`src/rtl/fir_mac_pkg.sv`:
```
`timescale 1ns/1ps
package fir_mac_pkg;

  typedef enum logic [2:0] {
    ST_IDLE,
    ST_HEAD,
    ST_SMP,
    ST_COEF,
    ST_TAIL,
    ST_DONE
  } fir_state_e;

  localparam int unsigned MIN_TAPS = 2;

endpackage

```
`src/rtl/fir_seq_ctrl.sv`:
```
`timescale 1ns/1ps
module fir_seq_ctrl
  import fir_mac_pkg::*;
#(
  parameter int unsigned TW = 8
) (
  input  logic          clk_i,
  input  logic          rst_ni,
  input  logic          start_i,
  input  logic [TW-1:0] taps_i,
  output logic          accept_o,
  output logic          busy_o,
  output logic          head_o,
  output logic          smp_o,
  output logic          coef_o,
  output logic          coef_rd_o,
  output logic          done_o
);

  fir_state_e    state_q, state_d;
  logic [TW-1:0] taps_q;
  logic [TW-1:0] rpt_q;
  logic          last_q;
  logic          short_run;

  assign accept_o  = start_i && (state_q == ST_IDLE);
  assign short_run = taps_i < TW'(MIN_TAPS);

  always_comb begin
    state_d = state_q;
    unique case (state_q)
      ST_IDLE: if (accept_o) state_d = short_run ? ST_DONE : ST_HEAD;
      ST_HEAD: state_d = ST_SMP;
      ST_SMP:  state_d = ST_COEF;
      ST_COEF: state_d = last_q ? ST_TAIL : ST_SMP;
      ST_TAIL: state_d = ST_DONE;
      ST_DONE: state_d = ST_IDLE;
      default: state_d = ST_IDLE;
    endcase
  end

  always_ff @(posedge clk_i or negedge rst_ni) begin
    if (!rst_ni) begin
      state_q <= ST_IDLE;
      taps_q  <= '0;
      rpt_q   <= '0;
      last_q  <= 1'b0;
    end else begin
      state_q <= state_d;
      if (accept_o) taps_q <= taps_i;
      // repeat counter armed once the first coefficient is on its way
      if (state_q == ST_HEAD) begin
        rpt_q  <= taps_q - TW'(MIN_TAPS);
        last_q <= 1'b0;
      end else if (state_q == ST_COEF && !last_q) begin
        if (rpt_q == '0) last_q <= 1'b1;
        else             rpt_q  <= rpt_q - 1'b1;
      end
    end
  end

  assign busy_o    = (state_q != ST_IDLE);
  assign head_o    = (state_q == ST_HEAD);
  assign smp_o     = (state_q == ST_SMP);
  assign coef_o    = (state_q == ST_COEF);
  assign coef_rd_o = coef_o && !last_q;
  assign done_o    = (state_q == ST_DONE);

endmodule

```
`src/rtl/fir_addr_gen.sv`:
```
`timescale 1ns/1ps
module fir_addr_gen #(
  parameter int unsigned AW = 16
) (
  input  logic          clk_i,
  input  logic          rst_ni,
  input  logic          ld_i,
  input  logic [AW-1:0] coef_base_i,
  input  logic [AW-1:0] smp_base_i,
  input  logic          circ_i,
  input  logic [AW-1:0] offset_i,
  input  logic          adv_coef_i,
  input  logic          adv_smp_i,
  output logic [AW-1:0] addr_o
);

  logic [AW-1:0] cptr_q, sptr_q, step_q;

  always_ff @(posedge clk_i or negedge rst_ni) begin
    if (!rst_ni) begin
      cptr_q <= '0;
      sptr_q <= '0;
      step_q <= AW'(1);
    end else if (ld_i) begin
      cptr_q <= coef_base_i;
      sptr_q <= smp_base_i;
      step_q <= circ_i ? offset_i : AW'(1);
    end else begin
      if (adv_coef_i) cptr_q <= cptr_q + AW'(1);
      if (adv_smp_i)  sptr_q <= sptr_q + step_q;
    end
  end

  assign addr_o = adv_smp_i ? sptr_q : cptr_q;

endmodule

```
`src/rtl/fir_mac_dp.sv`:
```
`timescale 1ns/1ps
module fir_mac_dp #(
  parameter int unsigned DW   = 16,
  parameter int unsigned ACCW = 2 * DW
) (
  input  logic            clk_i,
  input  logic            rst_ni,
  input  logic            clr_i,
  input  logic            ld_coef_i,
  input  logic            ld_prod_i,
  input  logic [DW-1:0]   rdata_i,
  output logic [ACCW-1:0] acc_o
);

  logic [DW-1:0]          mreg_q;
  logic signed [ACCW-1:0] a_ext, b_ext, prod_d;
  logic [ACCW-1:0]        prod_q;
  logic                   prod_v_q;
  logic [ACCW-1:0]        acc_q;

  assign a_ext  = ACCW'($signed(mreg_q));
  assign b_ext  = ACCW'($signed(rdata_i));
  assign prod_d = a_ext * b_ext;

  always_ff @(posedge clk_i or negedge rst_ni) begin
    if (!rst_ni) begin
      mreg_q   <= '0;
      prod_q   <= '0;
      prod_v_q <= 1'b0;
      acc_q    <= '0;
    end else begin
      if (ld_coef_i) mreg_q <= rdata_i;
      prod_v_q <= ld_prod_i;
      if (ld_prod_i) prod_q <= prod_d;
      if (clr_i)         acc_q <= '0;
      else if (prod_v_q) acc_q <= acc_q + prod_q;
    end
  end

  assign acc_o = acc_q;

endmodule

```
`src/rtl/fir_irq_hold.sv`:
```
`timescale 1ns/1ps
module fir_irq_hold #(
  parameter int unsigned IRQW = 4
) (
  input  logic            clk_i,
  input  logic            rst_ni,
  input  logic            hold_i,
  input  logic [IRQW-1:0] irq_i,
  output logic [IRQW-1:0] irq_o
);

  for (genvar g = 0; g < IRQW; g++) begin : g_bit
    logic pend_q;
    always_ff @(posedge clk_i or negedge rst_ni) begin
      if (!rst_ni)     pend_q <= 1'b0;
      else if (hold_i) pend_q <= pend_q | irq_i[g];
      else             pend_q <= 1'b0;
    end
    assign irq_o[g] = !hold_i && (irq_i[g] || pend_q);
  end

endmodule

```
`src/rtl/fir_mac_seq.sv`:
```
`timescale 1ns/1ps
module fir_mac_seq #(
  parameter int unsigned AW   = 16,
  parameter int unsigned DW   = 16,
  parameter int unsigned TW   = 8,
  parameter int unsigned IRQW = 4,
  localparam int unsigned ACCW = 2 * DW
) (
  input  logic            clk_i,
  input  logic            rst_ni,
  input  logic            start_i,
  input  logic [TW-1:0]   taps_i,
  input  logic [AW-1:0]   coef_base_i,
  input  logic [AW-1:0]   smp_base_i,
  input  logic            circ_i,
  input  logic [AW-1:0]   offset_i,
  output logic            mem_rd_o,
  output logic [AW-1:0]   mem_addr_o,
  input  logic [DW-1:0]   mem_rdata_i,
  output logic [ACCW-1:0] result_o,
  output logic            done_o,
  input  logic [IRQW-1:0] irq_i,
  output logic [IRQW-1:0] irq_o
);

  logic accept, busy, head, smp, coef, coef_rd;

  fir_seq_ctrl #(.TW(TW)) u_ctrl (
    .clk_i     (clk_i),
    .rst_ni    (rst_ni),
    .start_i   (start_i),
    .taps_i    (taps_i),
    .accept_o  (accept),
    .busy_o    (busy),
    .head_o    (head),
    .smp_o     (smp),
    .coef_o    (coef),
    .coef_rd_o (coef_rd),
    .done_o    (done_o)
  );

  fir_addr_gen #(.AW(AW)) u_addr (
    .clk_i       (clk_i),
    .rst_ni      (rst_ni),
    .ld_i        (accept),
    .coef_base_i (coef_base_i),
    .smp_base_i  (smp_base_i),
    .circ_i      (circ_i),
    .offset_i    (offset_i),
    .adv_coef_i  (head || coef_rd),
    .adv_smp_i   (smp),
    .addr_o      (mem_addr_o)
  );

  fir_mac_dp #(.DW(DW), .ACCW(ACCW)) u_dp (
    .clk_i     (clk_i),
    .rst_ni    (rst_ni),
    .clr_i     (accept),
    .ld_coef_i (smp),
    .ld_prod_i (coef),
    .rdata_i   (mem_rdata_i),
    .acc_o     (result_o)
  );

  fir_irq_hold #(.IRQW(IRQW)) u_irq (
    .clk_i  (clk_i),
    .rst_ni (rst_ni),
    .hold_i (busy),
    .irq_i  (irq_i),
    .irq_o  (irq_o)
  );

  assign mem_rd_o = head || smp || coef_rd;

endmodule

```
`config.mk`:
```
export PLATFORM = sky130hd
export DESIGN_NAME = fir_mac_seq
export DESIGN_NICKNAME = d
export VERILOG_FILES = /design/src/rtl/fir_mac_pkg.sv /design/src/rtl/fir_seq_ctrl.sv /design/src/rtl/fir_addr_gen.sv /design/src/rtl/fir_mac_dp.sv /design/src/rtl/fir_irq_hold.sv /design/src/rtl/fir_mac_seq.sv
export SDC_FILE = /design/constraint.sdc
export NUM_CORES = 1
export LEC_CHECK = 0
export ABC_CLOCK_PERIOD_IN_PS = 7560
export BUFFER_PORTS_ARGS = -buffer_cell sky130_fd_sc_hd__buf_4
export CAP_MARGIN = 25
export CORE_MARGIN = 3
export CORE_UTILIZATION = 55
export CTS_BUF_LIST = sky130_fd_sc_hd__clkbuf_4 sky130_fd_sc_hd__clkbuf_8
export DETAILED_ROUTE_END_ITERATION = 10
export MAX_ROUTING_LAYER = met4
export PLACE_DENSITY = 0.71
export SLEW_MARGIN = 10
export SYNTH_ARGS = -nofsm -noshare
export SYNTH_HDL_FRONTEND = slang
export SYNTH_SLANG_ARGS = --single-unit
```
`constraint.sdc`:
```
create_clock -name clk_i -period 7.56 [get_ports clk_i]
set_clock_uncertainty 0.05 [all_clocks]
set_input_delay 1.512 -clock clk_i [delete_from_list [all_inputs] [get_ports clk_i]]
set_output_delay 1.512 -clock clk_i [all_outputs]
set_load 0.02 [all_outputs]
```
==> flow_summary.toml <==
[timing]
fin_crit_ns = 7.11
setup_violations = 0
rsz0062_at_grt = "no"
hold_violations = 0
relSlewSlack_pct = 36.1
fin_crit_sh_pct = 94.0
worst_pin_slew_ns = 0.959
fmax_mhz = 141
setup_tns_ns = 0
slew_violations = 0

[yosys]
muxShareOfSynthArea_pct = 0.931
syn_area_um2 = 18400
yosys.area_share.simple_pct = 17.7
synth_top_family_by_area = "adder cells"
synthCells = 2072
synth_xor_area_share_pct = 4.75
ys.flop_type = "dfrtp_1"
synth-warning-count = 0
synth-compound-area-share_pct = 9.86
synth-seq-cells = 153
synth_fa_ha_area_share_pct = 37.7
ys_seq_area_share_pct = 20.8
avgSynthCellArea_um2 = 8.89
synth_cell_type_count = 64
synth_edf_count = 0
synthArstFlopShare_pct = 100
synth_fp_nets = 2548

[cts]
cts_inserted_buffers = 17
cts_resized = 0
clockBufferDepth = 2
clk_latency_ns = 0.49
post_cts_buffers = 0
htreeDepth = 4
cts_hold_buf = 0
cts-root-buf = "clkbuf_8"
cts_tree = "yes"
cts.clk_slew.worst_paths_ns = 0.08
clock_sinks = 153

[placement]
dp_hpwl_mm = 34.0
gp_congestion = 0.902
placed_cell_area_um2 = 19900
port_buffers = 133

[die]
die_y_um = 189
start_util_pct = 56.2
row_count = 66
die_w_um = 189
die_area_um2 = 35700
io_pins = 134
core_um2 = 32800

[drt]
route.detailed.drc = 0
via_per_inst = 5.48
vias = 14400
drt-pass1-iter-count = 5
totalWireLength_mm = 43.6
ant_nets = 0
drt-wirelength-per-cell_um = 16.6
initialDrtViolationCount = 974

[finish]
final_nets = 2651
syn2layout_area_growth_pct = 10.5
n_antenna_cell = 0
postLayoutCellArea_um2 = 20400
final_common_cell = "nand2_1"
layout-drive-gt1-share_pct = 9.79
layout_common_cells = "nand2_1 (358), inv_1 (323), fa_1 (264)"

[worst_setup_path]
slowest_stage = "fa_1"
path_buf_inv = 6
path_cells = "buf_4 -> nand2_1 -> inv_1 -> fa_1 -> inv_1 -> fa_1 -> fa_1 -> inv_1 -> fa_1 -> fa_1 -> inv_1 -> fa_1 -> inv_1 -> ha_1 -> a21o_1 -> a221o_1 -> a21oi_2 -> o31ai_2 -> a41o_1 -> or4_1 -> a31oi_1 -> xnor2_1 -> o21ai_1"
path_common_cell = "fa_1"
cp.depth = 23
cp_top_family = "adder cells"
path_class = "in -> reg"
endpoint = "u_dp.prod_q[31]$_DFFE_PN0P_"
rrSetupSlack_ns = 0.82
r2r_cells = 22
worstSetupEndpointType = "flop"
critPathLaunch = "mem_rdata_i[1]"
crit_path_start_kind = "input pin"
arrival_ns = 7.40
worst-path-max-fanout = 17
timing.rr.end = "u_dp.prod_q[31]$_DFFE_PN0P_"
regToRegStartpoint = "u_dp.mreg_q[7]$_DFFE_PN0P_"
cpPeakStageDelay_ns = 0.51
worst_ep_required_time_ns = 7.85

[global_routing]
antenna_found_initial = 1
grt_pass1_vias = 15000
grt_pass1_wl_mm = 73.3
grt.overflow.total = 0
grt_max_degree = 96
grtUsageTotal_pct = 26.2

[flow_run]
cap_violations = 0

[min_path]
hp-class = "reg -> reg"
hp-start = "u_irq.g_bit[0].pend_q$_DFF_PN0_"

[outcome]
status = "finished, final reports clean"
flip-flops by register name, summed over array words and instances, names as in the netlist, 8 cells and up:
| name | flops |
|---|---|
| u_addr.step_q | 16 |
| u_ctrl.rpt_q | 8 |
| u_dp.prod_q | 32 |
| u_dp.mreg_q | 16 |
| u_dp.acc_o | 32 |
| u_addr.sptr_q | 16 |
| u_addr.cptr_q | 16 |
| u_ctrl.taps_q | 8 |
kinds of logic after synthesis:
kind of cell / after synthesis
multiplexers: 17
buffers and inverters: 407
XOR/XNOR: 100
AO/OA/AOI/OAI: 295
flip-flops: 153
adder cells (fa/ha/maj): 396
AND/OR/NAND/NOR: 704
Yosys cell counts (12+ instances only):
library cell  instances  share of area (%)
nand3_1              42                1.1
nor2_1               82                1.7
mux2i_1              16               0.87
ha_1                132                9.0
nand2_1             358                7.3
o21ai_0              96                2.6
xnor2_1              49                2.3
a21oi_1              68                1.8
xor2_1               51                2.4
inv_1               323                6.6
a31oi_1              20               0.68
nand2b_1             12               0.41
dfrtp_1             152                 21
and2_1              135                4.6
nor3_1               20               0.54
a211oi_1             12               0.49
fa_1                264                 29
clkbuf_1             76                1.5
a21o_1               25                1.0
worst reg2reg max path: stages, from the launching register on:
cell,delay (ns)
dfrtp_1,0.81
nand2_1,0.18
fa_1,0.56
inv_1,0.05
fa_1,0.49
inv_1,0.05
fa_1,0.54
inv_1,0.06
fa_1,0.39
fa_1,0.53
inv_1,0.06
fa_1,0.50
inv_1,0.05
ha_1,0.31
and3_1,0.20
a221o_1,0.34
a21oi_2,0.16
o31ai_2,0.12
a41o_1,0.27
or4_1,0.43
a31oi_1,0.23
xnor2_1,0.14
o21ai_1,0.07
stage by stage:
stage                     util [%]  worst slack, ns  hold slack (ns)  std cells
final                         62.1            0.452            0.436       2629
after global routing          62.1           0.0526            0.464       2629
after CTS                     62.1            0.478            0.439       2629
after detailed placement      60.8           0.0204            0.417       2598
after global placement        60.8            0.107            0.409       2598
after floorplan                  -           0.0803            0.393       2072
metal layers:
layer / GRT usage, % / vias up / wire length (um)
met5: - / - / 0
met4: 7.93 / 0 / 1280
met3: 3.70 / 94 / 2090
met2: 43.8 / 386 / 21800
met1: 33.4 / 7192 / 18400
li1: - / 6747 / -
how the worst min path moves through the flow:
| stage | cells after the start | slack, ns | end |
|---|---|---|---|
| floorplan | 2 | 0.39 | u_dp.prod_q[0]$_DFFE_PN0P_ |
| global placement | 2 | 0.41 | u_dp.prod_q[0]$_DFFE_PN0P_ |
| detailed placement | 2 | 0.42 | u_addr.step_q[9]$_DFFE_PN0P_ |
| CTS | 2 | 0.44 | u_addr.step_q[9]$_DFFE_PN0P_ |
| global route | 2 | 0.46 | u_addr.step_q[4]$_DFFE_PN0P_ |
| finish | 2 | 0.44 | u_irq.g_bit[0].pend_q$_DFF_PN0_ |
final cells by class:
cell class	count	area, um2
Clock buffer	21	283
Clock inverter	10	143
Fill cell	2862	12400
Inverter	324	1220
Multi-Input combinational cell	1512	13100
Sequential cell	153	3830
Tap cell	442	553
Timing Repair Buffer	167	1260
Power is left out: the tool's default activity adds up to more than one toggle a clock period on the data nets, which glitch-free logic cannot reach.
